--- config.mk ---
export PLATFORM = sky130hd
export DESIGN_NAME = iter_shifter
export DESIGN_NICKNAME = d
export VERILOG_FILES = /design/src/rtl/iter_shifter.sv
export SDC_FILE = /design/constraint.sdc
export NUM_CORES = 1
export LEC_CHECK = 0
export ABC_AREA = 1
export BUFFER_PORTS_ARGS = -buffer_cell sky130_fd_sc_hd__buf_4
export CORE_ASPECT_RATIO = 1.2
export CORE_MARGIN = 10
export CORE_UTILIZATION = 43
export CTS_CLUSTER_DIAMETER = 80
export DETAILED_ROUTE_END_ITERATION = 10
export PLACE_DENSITY = 0.76
export SLEW_MARGIN = 20
export SYNTH_ARGS = -nofsm -noshare
export SYNTH_HDL_FRONTEND = slang
export SYNTH_SLANG_ARGS = --single-unit
--- constraint.sdc ---
create_clock -name clk -period 1.17 [get_ports clk]
set_input_delay 0.2925 -clock clk [delete_from_list [all_inputs] [get_ports clk]]
set_output_delay 0.2925 -clock clk [all_outputs]
set_load 0.005 [all_outputs]
--- src/rtl/iter_shifter.sv ---
module iter_shifter #(
  parameter int WIDTH = 8,
  parameter int AMT_W = 8
) (
  input  logic             clk,
  input  logic             rst_n,
  input  logic             src_valid,
  output logic             src_ready,
  input  logic [WIDTH-1:0] src_word,
  input  logic [AMT_W-1:0] src_count,
  input  logic             src_dir,
  output logic             res_valid,
  input  logic             res_ready,
  output logic [WIDTH-1:0] res_word
);
  localparam int CW = $clog2(WIDTH + 1);

  typedef enum logic [1:0] {ST_IDLE, ST_STEP, ST_HOLD} st_t;

  st_t             st;
  logic [WIDTH-1:0] word;
  logic [CW-1:0]    left;
  logic             right;
  logic [CW-1:0]    start_left;
  logic [WIDTH-1:0] stepped;

  assign start_left = (src_count >= AMT_W'(WIDTH)) ? CW'(WIDTH) : src_count[CW-1:0];
  assign stepped    = right ? {1'b0, word[WIDTH-1:1]} : {word[WIDTH-2:0], 1'b0};
  assign src_ready  = (st == ST_IDLE);
  assign res_valid  = (st == ST_HOLD);
  assign res_word   = word;

  always_ff @(posedge clk) begin
    if (!rst_n) begin
      st    <= ST_IDLE;
      word  <= '0;
      left  <= '0;
      right <= 1'b0;
    end else begin
      case (st)
        ST_IDLE: if (src_valid) begin
          word  <= src_word;
          left  <= start_left;
          right <= src_dir;
          st    <= (start_left == '0) ? ST_HOLD : ST_STEP;
        end
        ST_STEP: begin
          word <= stepped;
          left <= left - 1'b1;
          if (left == CW'(1)) st <= ST_HOLD;
        end
        ST_HOLD: if (res_ready) st <= ST_IDLE;
        default: st <= ST_IDLE;
      endcase
    end
  end

  AST_EXCLUSIVE: assert property (@(posedge clk) disable iff (!rst_n)
    !(src_ready && res_valid));
  AST_ZERO_FAST: assert property (@(posedge clk) disable iff (!rst_n)
    (src_valid && src_ready && src_count == '0) |=> res_valid);
  AST_STEP_BOUND: assert property (@(posedge clk) disable iff (!rst_n)
    left <= CW'(WIDTH));
  AST_HOLD_RESULT: assert property (@(posedge clk) disable iff (!rst_n)
    (res_valid && !res_ready) |=> (res_valid && $stable(res_word)));
  AST_RELEASE: assert property (@(posedge clk) disable iff (!rst_n)
    (res_valid && res_ready) |=> (src_ready && !res_valid));
endmodule

# Word-level counts from Yosys, hierarchy flattened
# Index checks and enable logic that the tools add are counted.
# totals
register_bits	15
latchBits	0
mem_bits_rw	0
romBits	0
in_bits	21
output_inout_bits	10
wordCells	29
mem_count	0
# classes
add_sub_neg	1
n_mul	0
n_div	0
magnitude_cmp	1
n_eq_ne	6
n_shift	0
mux	11
bitwise_logic	0
n_reduce_logical	6
# op_table
operator	count
8-bit 2-to-1 mux	2
8-bit case mux with 2 select lines	1
8-bit by 4-bit >= comparator with 1-bit output (second input constant)	1
2-bit 2-to-1 mux	4
4-bit 2-to-1 mux	2
4-bit case mux with 2 select lines	1
2-bit case mux with 3 select lines	1
4-bit by 1-bit == test with 1-bit output (second input constant)	1
4-bit logical NOT	1
2-bit inequality test (second input constant)	2
2-bit AND reduction	2
4-bit by 1-bit subtractor with 4-bit output (second input constant)	1
3-bit AND reduction	1
2-bit by 1-bit == test with 1-bit output (second input constant)	1
2-bit == test (second input constant)	1
2-bit logical NOT	1
2-bit by 1-bit inequality test with 1-bit output (second input constant)	1
2-bit nonzero test	1

# Logic depth before layout (Yosys ltp)
# Gate-level depths: netlist of the first run.
# logic_depth
depth_word	6
ltp_mapped	7
depth_no_buf	7

# Worst setup path before layout of the first run
# OpenSTA, ideal clock, no wires.
# synth_timing
kind	register to register
start	register st[0]
end	register word[4], in the netlist res_word[4]
setup_ps	116
arrival_ps	1014
t_required_ps	1054
slack_ps	40
stages_incl_launch_ff	6
path_buffers	1
period_less_slack_ps	1130
cell_sequence	dfxtp_1 > o21ai_4 > inv_2 > buf_6 > o211ai_1 > inv_1
# synth_via
elab_chain_len	3
elab_cells_between_ends	6
cone_classes	eq/ne (2); mux (1); reduce/logical (3)
# synth_rtl
item	line_no	rtl
start, declared	20	st_t st;
start signal, assigned	45	st <= (start_left == '0) ? ST_HOLD : ST_STEP;
2-bit by 1-bit == test with 1-bit output or 2-bit logical NOT (tied branches)	40	case (st)
2-bit nonzero test (no source line) or 2-bit inequality test (tied branches)	-	
2-bit AND reduction (no source line)	-	
end signal, assigned	42	word <= src_word;
end signal, assigned	48	word <= stepped;
end, declared	21	logic [WIDTH-1:0] word;
# Parallel ways exist; a longest one is shown, timed or not.
# A chain may end at the register's enable or synchronous reset.

# Final worst setup path of the first run
# layout_timing
start	register st[1]
end	register word[0], in the netlist res_word[0]
# Same word-level chain as after synthesis.

==> impl_metrics.py, run 1 <==
metrics = {
    "logic_synthesis": {
        "synth.distinct_cells": 19,
        "synth-seq-area-share_pct": 34.0,
        "post-synth-top-area-cell": "sky130_fd_sc_hd__dfxtp_1",
        "avgSynthCellArea_sq_um": 6.74,
        "synth_seq_cells": 15,
        "synth.top_cell.area_share_pct": 34.0,
        "netlist_top_cells_area": "sky130_fd_sc_hd__dfxtp_1 34%, sky130_fd_sc_hd__nand2_1 13%, sky130_fd_sc_hd__a21oi_1 10%, sky130_fd_sc_hd__inv_1 8.5%, sky130_fd_sc_hd__o21ai_0 6.2%",
        "synth_area_sq_um": 883,
        "yosys_warnings": 0,
        "mappedNetlistNets": 154,
        "gate_count_of_the_mapped_netlist": 131,
    },
    "clock_network": {
        "tritoncts": "built",
        "clock_sink_count": 15,
        "root_buffer_cell": "sky130_fd_sc_hd__clkbuf_4",
        "clkSlewWorstSetupHoldPaths_ns": 0.10,
        "max-clock-path-buffers": 2,
        "clk-insertion-delay-late_ns": 0.28,
        "hold_buffers": 0,
        "numCtsBuffers": 3,
        "htree_num_levels": 1,
    },
    "power_and_ir_drop": {
        "total_power_divided_by_cell_area_nw_per_um2": 1180,
        "design_power_total_mw": 1.54,
        "p_leak_nw": 0.636,
        "peakVddDrop_mv": 0.872,
    },
    "global_routing": {
        "grt_max_degree": 15,
        "globalRouteOverflowTotal": 0,
        "grt_first_pass_wirelength_mm": 4.16,
        "antenna_violations_before_repair": 0,
        "groute.layer.met3.usage_pct": 5.48,
        "first_global_vias": 934,
        "use_met1_pct": 13.0,
        "grt_util_all_layers_pct": 12.0,
        "use_met2_pct": 19.6,
        "grt-busiest-layer": "met2",
    },
    "layout": {
        "most-common-layout-cells": "34 x sky130_fd_sc_hd__buf_4, 31 x sky130_fd_sc_hd__nand2_1, 19 x sky130_fd_sc_hd__inv_1",
        "areaGrowthSynthToFinish_pct": 47.9,
        "drive_gt1_share_pct": 36.2,
        "finish.instance_area_sq_um": 1310,
        "fin_nets": 198,
        "diodes": 0,
        "stdcell_count": 193,
        "most_common_cell_after_layout_fill_and_taps_aside": "sky130_fd_sc_hd__buf_4",
    },
    "placed_design": {
        "placedInstanceArea_sq_um": 1130,
        "place.gp.congestion": 0.837,
        "place_inst": 180,
        "dp.final_hpwl_mm": 1.80,
        "place_worst_setup_slack_ns": -0.0604,
        "place.port_buffers": 30,
    },
    "worst_setup_path": {
        "crit_path_cell_trace": "inv_4 -> buf_6 -> o21ai_4 -> clkinv_2 -> o21ai_0 -> a31oi_1",
        "critPathMaxFanout": 6,
        "timing.critical_path.required_ns": 1.35,
        "crit_arrival_ns": 1.40,
        "number_of_buffer_and_inverter_instances_along_the_worst_setup_path": 3,
        "cp_slowest_stage_delay_ns": 0.40,
        "r2r_slack_ns": -0.05,
        "worstSetupEndpointType": "flop",
        "worstSetupStartpointType": "flop",
        "worstSetupPathType": "flop to flop",
        "critPathSlowestCell": "sky130_fd_sc_hd__dfxtp_4",
        "cp_top_family": "flip-flops",
    },
    "timing": {
        "maxClockFrequency_ghz": 0.818,
        "tightest_slew_ns": 0.251,
        "finalCriticalPeriod_ns": 1.22,
        "grt_setup_unrepaired": "true",
        "timing.final.max_slew_violations": 0,
        "finalHoldViolCount": 0,
        "postLayoutSetupSlackWorst_ns": -0.0532,
        "setup_viol_count_final": 7,
        "clock-skew-final_ns": 0.000644,
        "share_of_the_clock_period_used_by_the_worst_path_after_layout_pct": 105,
        "slew-limit-headroom_pct": 83.2,
    },
    "die": {
        "fp.dieW_um": 61.4,
        "chipHeight_um": 69.7,
        "core_region_area_sq_um": 1890,
        "dieArea_sq_um": 4270,
        "start_util_pct": 46.7,
        "floorplan.rows": 17,
        "io_pins": 31,
    },
    "status": {
        "result_of_the_run": "finished, violations left",
        "failed_checks": "setup timing",
    },
    "detailed_routing": {
        "dr_total_vias": 1003,
        "total_detailed_routing_wirelength_mm": 2.66,
        "drc": 0,
        "dr.first_iter.drc_count": 32,
        "ant_nets": 0,
        "dr.pass1.iters": 4,
        "detail_route.wl_per_cell_um": 13.8,
        "viasPerCell": 5.20,
    },
    "run": {
        "timing.max_cap.violations": 0,
    },
    "worst_hold_path": {
        "holdCritPathClass": "input pin to flop",
    },
}
==> flip-flops by register name, indices dropped and copies added (netlist names) <==
name      flops
right         1
left          4
st            2
res_word      8
==> final timing paths <==
path / cells past startpoint / endpoint / from
worst min-delay path: 4 / st[1] / res_ready
worst max-delay path: 6 / res_word[0] / st[1]
worst min register to register: 2 / left[3] / left[3]
worst max register to register: 6 / res_word[0] / st[1]
==> routing by layer <==
| metal | up-vias | wire length, um |
|---|---|---|
| li1 | 519 | - |
| met1 | 433 | 985 |
| met2 | 45 | 1370 |
| met3 | 6 | 272 |
| met4 | 0 | 30 |
| met5 | - | 0 |
==> repair_timing <==
action                                  4_1_cts  5_1_grt
pin swaps                                     2        4
buffers inserted                              2        6
gates resized for setup                      13       17
endpoints found under the setup margin        8       15
gates cloned                                  0        1
==> kinds of logic after synthesis <==
family,Yosys count,share of synthesized area (%)
simple gates,48,22.7
compound gates,40,26.2
buf+inv,26,14.3
flops,15,34.0
fa+ha+maj,2,2.83
==> layout make-up <==
type | instances | area (sq um)
clock inverters | 1 | 5.00
repair inverters | 1 | 5.00
multi-input cells | 90 | 495
flip-flops and latches | 15 | 308
repair buffers | 42 | 354
fillers | 148 | 587
clock buffers | 3 | 22.5
inverters | 22 | 92.6
well taps | 19 | 23.8
==> cells in the mapped netlist (all sizes together) <==
master,n
a21oi,18
a31oi,2
buf,4
dfxtp,15
ha,2
inv,22
nand2,31
nand3,7
nor2,8
nor3,1
o211ai,7
o21ai,13
or2,1
==> through the flow <==
stage / util (%) / setup TNS (ns) / hold WS [ns]
floorplan: - / 0 / 0.433
global placement: 59.9 / -0.157 / 0.487
detailed placement: 59.9 / -0.229 / 0.489
CTS: 64.0 / -0.0933 / 0.251
global route: 69.0 / -0.807 / 0.260
finish: 69.0 / -0.164 / 0.260
==> worst min-delay path, delay by kind of cell <==
family	cells	cell delay [ns]
AOI/OAI and AO/OA	1	0.05
and+or+nand+nor	1	0.07
buffers and inverters	2	0.10
==> power breakdown <==
part           total, mW  internal, mW  switching, mW
combinational      0.582         0.297          0.285
clock              0.313         0.127          0.186
sequential         0.648         0.576         0.0719
total               1.54          1.00          0.542
No activity file was read; power rests on OpenSTA's default activity.
==> run 2: changes to the inputs <==
--- a/config.mk
+++ b/config.mk
@@ -14,4 +14,5 @@
 export DETAILED_ROUTE_END_ITERATION = 10
 export PLACE_DENSITY = 0.76
+export SETUP_SLACK_MARGIN = 0.3
 export SLEW_MARGIN = 20
 export SYNTH_ARGS = -nofsm -noshare
==> constraint.sdc (replaced) <==
create_clock -name clk -period 1.17 [get_ports clk]
set_input_delay 0.234 -clock clk [delete_from_list [all_inputs] [get_ports clk]]
set_output_delay 0.234 -clock clk [all_outputs]
set_load 0.005 [all_outputs]
==> run 2 against run 1 <==
The run still ends with setup timing left. Via count increased by 3.5%. Global-route usage increased by 0.83 points. Setup slack improved by 0.041 ns. Maximum frequency is 3.5% higher. Sequential share of layout area is 0.82 points lower. Total power grew 5.5%. Combinational power grew 14%. Critical path type is now flop to output pin. Critical endpoint is now res_valid. Largest cell class unchanged. Largest power group is now combinational cells. Highest routed layer unchanged.
==> impl_metrics.py, run 2 (synthesis results as in run 1) <==
metrics = {
    "status": {
        "result_of_the_run": "finished, violations left",
        "failed_checks": "setup timing",
    },
    "detailed_routing": {
        "dr_total_vias": 1038,
        "drc": 0,
        "ant_nets": 0,
        "total_detailed_routing_wirelength_mm": 2.70,
        "detail_route.wl_per_cell_um": 14.0,
        "viasPerCell": 5.38,
        "dr.first_iter.drc_count": 14,
        "dr.pass1.iters": 4,
    },
    "worst_setup_path": {
        "crit_path_cell_trace": "inv_4 -> nor2_4 -> buf_6",
        "crit_arrival_ns": 0.95,
        "critPathSlowestCell": "sky130_fd_sc_hd__dfxtp_4",
        "startpoint": "st[1]",
        "worstSetupStartpointType": "flop",
        "worstSetupEndpointType": "output pin",
        "timing.critical_path.required_ns": 0.94,
        "worstSetupPathType": "flop to output pin",
        "number_of_buffer_and_inverter_instances_along_the_worst_setup_path": 2,
        "cp_slowest_stage_delay_ns": 0.40,
        "critPathMaxFanout": 3,
        "crit-reg2reg-launch": "st[1]",
        "cp_top_family": "flip-flops",
    },
    "die": {
        "dieArea_sq_um": 4270,
        "io_pins": 31,
        "core_region_area_sq_um": 1890,
        "start_util_pct": 46.7,
        "fp.dieW_um": 61.4,
        "floorplan.rows": 17,
        "chipHeight_um": 69.7,
    },
    "timing": {
        "grt_setup_unrepaired": "true",
        "setup_viol_count_final": 1,
        "maxClockFrequency_ghz": 0.846,
        "timing.final.max_slew_violations": 0,
        "share_of_the_clock_period_used_by_the_worst_path_after_layout_pct": 101,
        "tightest_slew_ns": 0.257,
        "finalHoldViolCount": 0,
        "clock-skew-final_ns": 0.00213,
        "slew-limit-headroom_pct": 82.9,
        "postLayoutSetupSlackWorst_ns": -0.0121,
        "finalCriticalPeriod_ns": 1.18,
    },
    "placed_design": {
        "place_inst": 179,
        "place.port_buffers": 30,
        "placedInstanceArea_sq_um": 1150,
        "place.gp.congestion": 0.852,
        "dp.final_hpwl_mm": 1.86,
    },
    "clock_network": {
        "clock_sink_count": 15,
        "max-clock-path-buffers": 2,
        "tritoncts": "built",
        "numCtsBuffers": 3,
        "hold_buffers": 0,
        "clkSlewWorstSetupHoldPaths_ns": 0.10,
        "clk-insertion-delay-late_ns": 0.28,
        "htree_num_levels": 1,
        "root_buffer_cell": "sky130_fd_sc_hd__clkbuf_4",
    },
    "power_and_ir_drop": {
        "peakVddDrop_mv": 0.828,
        "p_leak_nw": 0.663,
        "total_power_divided_by_cell_area_nw_per_um2": 1160,
    },
    "global_routing": {
        "antenna_violations_before_repair": 0,
        "grt_first_pass_wirelength_mm": 4.51,
        "grt_max_degree": 15,
        "grt_util_all_layers_pct": 12.9,
        "first_global_vias": 1058,
        "globalRouteOverflowTotal": 0,
    },
    "layout": {
        "final.fill_count": 139,
        "most-common-layout-cells": "28 x sky130_fd_sc_hd__buf_4, 27 x sky130_fd_sc_hd__nand2_1, 19 x sky130_fd_sc_hd__inv_1",
        "stdcell_count": 193,
        "most_common_cell_after_layout_fill_and_taps_aside": "sky130_fd_sc_hd__buf_4",
        "multi_input_logic_area_sq_um": 537,
        "finish.instance_area_sq_um": 1400,
        "fin_nets": 198,
        "largest_reg_flops": 8,
        "sequential_cell_area_sq_um": 319,
        "areaGrowthSynthToFinish_pct": 58.8,
        "drive_gt1_share_pct": 47.1,
        "diodes": 0,
    },
    "run": {
        "timing.max_cap.violations": 0,
    },
    "worst_hold_path": {
        "holdCritPathClass": "input pin to flop",
        "hold_path_startpoint": "src_count[1]",
    },
}
-- run 2: cell count changes in the layout (fill, tap and decap cells not counted), sizes merged --
cell	delta
clkinv	-2
inv	+1
buf	+1
-- run 2: repair_timing --
action                     4_1_cts  5_1_grt
hold endpoints to repair         0        0
setup endpoints to repair       25       25
pin swaps                        8       11
setup buffers                    9        1
resized for setup               38       14
-- run 2: per-layer routing --
layer	vias to the layer above	GRT usage (%)	wire (um)
li1	518	-	-
met1	487	13.0	1020
met2	31	23.0	1440
met3	2	4.39	213
met4	0	4.19	19
met5	-	0	0
-- run 2: worst min-delay path, delay by kind of cell --
kind | cells | cell delay (ns)
simple gates | 1 | 0.05
compound gates | 1 | 0.05
buf+inv | 1 | 0.11
-- run 2: area by class of cell --
class / count / area share (%)
clock buffer: 3 / 1.61
tap: 19 / 1.69
clock inverter: 1 / 0.357
timing repair buffer: 43 / 28.9
multi-input combinational: 90 / 38.3
sequential: 15 / 22.7
inverter: 22 / 6.42
-- run 2: report_power, final --
group	switching (mW)	total (mW)	leakage, nW	internal [mW]
logic	0.315	0.665	0.517	0.350
registers	0.0656	0.650	0.128	0.584
clock network	0.185	0.312	0.0177	0.127
-- run 2: path summary, 6_finish.rpt --
kind              slack [ns]          end  cells after the start
hold / removal          0.20      left[1]                      3
setup reg to reg        0.03  res_word[1]                      7
hold reg to reg         0.53      left[3]                      2
setup / recovery       -0.01    res_valid                      3
-- run 2: metrics by stage --
stage	util [%]	TNS (ns)	total power, mW	hold slack, ns	setup slack, ns
CTS	71.8	0	1.58	0.196	0.0116
finish	74.1	-0.0121	1.63	0.199	-0.0121
global route	74.1	-0.221	1.73	0.211	-0.0599
global placement	60.5	0	1.12	0.484	0.0860
detailed placement	60.5	0	1.13	0.496	0.0589
floorplan	-	0	0.927	0.374	0.102
==> run 3: changes to the inputs <==
Settings changed: PLACE_DENSITY 0.76 to 0.73.
==> run 3 against run 2 <==
The run still ends with setup timing left. Core utilization down 0.40 points. Combinational power down 1%. Clock power up 2%. Final cell count up 0.52%. Critical path depth unchanged. Largest power group unchanged. Highest routed layer unchanged.
==> impl_metrics.py, run 3 (synthesis results as in run 1) <==
metrics = {
    "timing": {
        "finalHoldViolCount": 0,
        "postLayoutSetupSlackWorst_ns": -0.00759,
        "timing.final.max_slew_violations": 0,
        "slew-limit-headroom_pct": 83.9,
        "fin_worst_hold_slack_ns": 0.184,
        "finalCriticalPeriod_ns": 1.18,
        "tightest_slew_ns": 0.242,
        "share_of_the_clock_period_used_by_the_worst_path_after_layout_pct": 101,
        "grt_setup_unrepaired": "true",
        "maxClockFrequency_ghz": 0.849,
        "clock-skew-final_ns": 0.00314,
        "setup_viol_count_final": 1,
    },
    "layout": {
        "most-common-layout-cells": "30 x sky130_fd_sc_hd__nand2_1, 28 x sky130_fd_sc_hd__buf_4, 18 x sky130_fd_sc_hd__inv_1",
        "diodes": 0,
        "largest_reg_flops": 8,
        "drive_gt1_share_pct": 46.3,
        "fin_nets": 199,
        "areaGrowthSynthToFinish_pct": 57.9,
        "most_common_cell_after_layout_fill_and_taps_aside": "sky130_fd_sc_hd__nand2_1",
        "stdcell_count": 194,
    },
    "placed_design": {
        "place.gp.congestion": 0.852,
        "dp.final_hpwl_mm": 1.86,
        "place_worst_setup_slack_ns": 0.0615,
        "place_inst": 179,
        "place.port_buffers": 30,
    },
    "worst_setup_path": {
        "cp_slowest_stage_delay_ns": 0.39,
        "critPathSlowestCell": "sky130_fd_sc_hd__dfxtp_4",
        "timing.critical_path.required_ns": 0.94,
        "critPathMaxFanout": 3,
        "crit_path_cell_trace": "inv_4 -> nor2_4 -> buf_6",
        "worstSetupPathType": "flop to output pin",
        "worstSetupEndpointType": "output pin",
        "worstSetupStartpointType": "flop",
        "cp_top_family": "flip-flops",
        "crit_arrival_ns": 0.94,
        "number_of_buffer_and_inverter_instances_along_the_worst_setup_path": 2,
    },
    "clock_network": {
        "clkSlewWorstSetupHoldPaths_ns": 0.10,
        "htree_num_levels": 1,
        "clk-insertion-delay-late_ns": 0.30,
        "root_buffer_cell": "sky130_fd_sc_hd__clkbuf_4",
        "hold_buffers": 0,
        "numCtsBuffers": 3,
        "clock_sink_count": 15,
        "tritoncts": "built",
        "max-clock-path-buffers": 2,
    },
    "detailed_routing": {
        "ant_nets": 0,
        "viasPerCell": 5.27,
        "dr.pass1.iters": 4,
        "dr.first_iter.drc_count": 52,
        "dr_total_vias": 1022,
        "detail_route.wl_per_cell_um": 14.0,
        "total_detailed_routing_wirelength_mm": 2.71,
        "drc": 0,
    },
    "global_routing": {
        "grt_max_degree": 15,
        "first_global_vias": 1098,
        "antenna_violations_before_repair": 0,
        "grt_first_pass_wirelength_mm": 4.57,
        "globalRouteOverflowTotal": 0,
        "grt_util_all_layers_pct": 13.2,
    },
    "run": {
        "timing.max_cap.violations": 0,
    },
    "die": {
        "dieArea_sq_um": 4270,
        "fp.dieW_um": 61.4,
        "floorplan.rows": 17,
        "core_region_area_sq_um": 1890,
        "chipHeight_um": 69.7,
        "start_util_pct": 46.7,
        "io_pins": 31,
    },
    "power_and_ir_drop": {
        "p_leak_nw": 0.657,
        "peakVddDrop_mv": 0.723,
        "total_power_divided_by_cell_area_nw_per_um2": 1170,
    },
    "status": {
        "failed_checks": "setup timing",
        "result_of_the_run": "finished, violations left",
    },
    "worst_hold_path": {
        "holdCritPathClass": "input pin to flop",
    },
}
[run 3: cell types whose count changed in the layout (fill, tap and decap cells not counted), moves of 2 or more]
cell / before / now
sky130_fd_sc_hd__nand2_1: 27 / 30
sky130_fd_sc_hd__nand2_2: 3 / 1
sky130_fd_sc_hd__nand3_1: 4 / 7
sky130_fd_sc_hd__nand3_2: 3 / 0
sky130_fd_sc_hd__o21ai_0: 3 / 5
sky130_fd_sc_hd__o21ai_1: 8 / 5
[run 3: metal layers]
layer	share of wire, %	global-route usage [%]	vias to the layer above
met5	0	0	-
met4	1.5	6.90	0
met3	7.6	4.75	5
met2	50	21.5	28
met1	40	14.2	469
li1	-	-	520
[run 3: timing repair]
| action | CTS | global route |
|---|---|---|
| cloned | 1 | 0 |
| setup buffers | 10 | 0 |
| setup endpoints to repair | 25 | 25 |
| pin swaps | 7 | 6 |
| gates resized for setup | 41 | 9 |
[run 3: worst min-delay path, cell delays in order]
cell and delay [ns]:
sky130_fd_sc_hd__buf_4 0.11, sky130_fd_sc_hd__nand2_1 0.06, sky130_fd_sc_hd__a21oi_1 0.05
[run 3: final cells by class]
cell class              count  area [sq um]
multi-input cells          91           537
fillers                   163           498
clock buffers               3          22.5
inverters                  22          90.1
repair buffers             43           397
well taps                  19          23.8
flip-flops and latches     15           320
clock inverters             1          5.00
[run 3: path summary, 6_finish.rpt]
| check | end | depth (start not counted) | slack [ns] | from |
|---|---|---|---|---|
| max | res_valid | 3 | -0.008 | st[1] |
| min | left[1] | 3 | 0.18 | src_count[1] |
| max reg2reg | left[2] | 5 | 0.06 | st[1] |
| min reg2reg | left[3] | 2 | 0.51 | left[3] |
[run 3: through the flow]
stage / util [%] / power, mW / area [sq um] / TNS (ns)
5_1_grt: 73.7 / 1.74 / 1400 / -0.112
2_1_floorplan: - / 0.927 / 891 / 0
3_5_place_dp: 60.5 / 1.13 / 1150 / 0
6_report: 73.7 / 1.63 / 1400 / -0.00759
4_1_cts: 71.8 / 1.59 / 1360 / -0.0154
3_3_place_gp: 60.5 / 1.12 / 1150 / 0
[run 3: where the power goes]
part / total [mW] / switching, mW / internal, mW / leakage (nW)
sequential: 0.650 / 0.0652 / 0.585 / 0.129
combinational: 0.658 / 0.314 / 0.344 / 0.511
clock: 0.318 / 0.191 / 0.128 / 0.0177
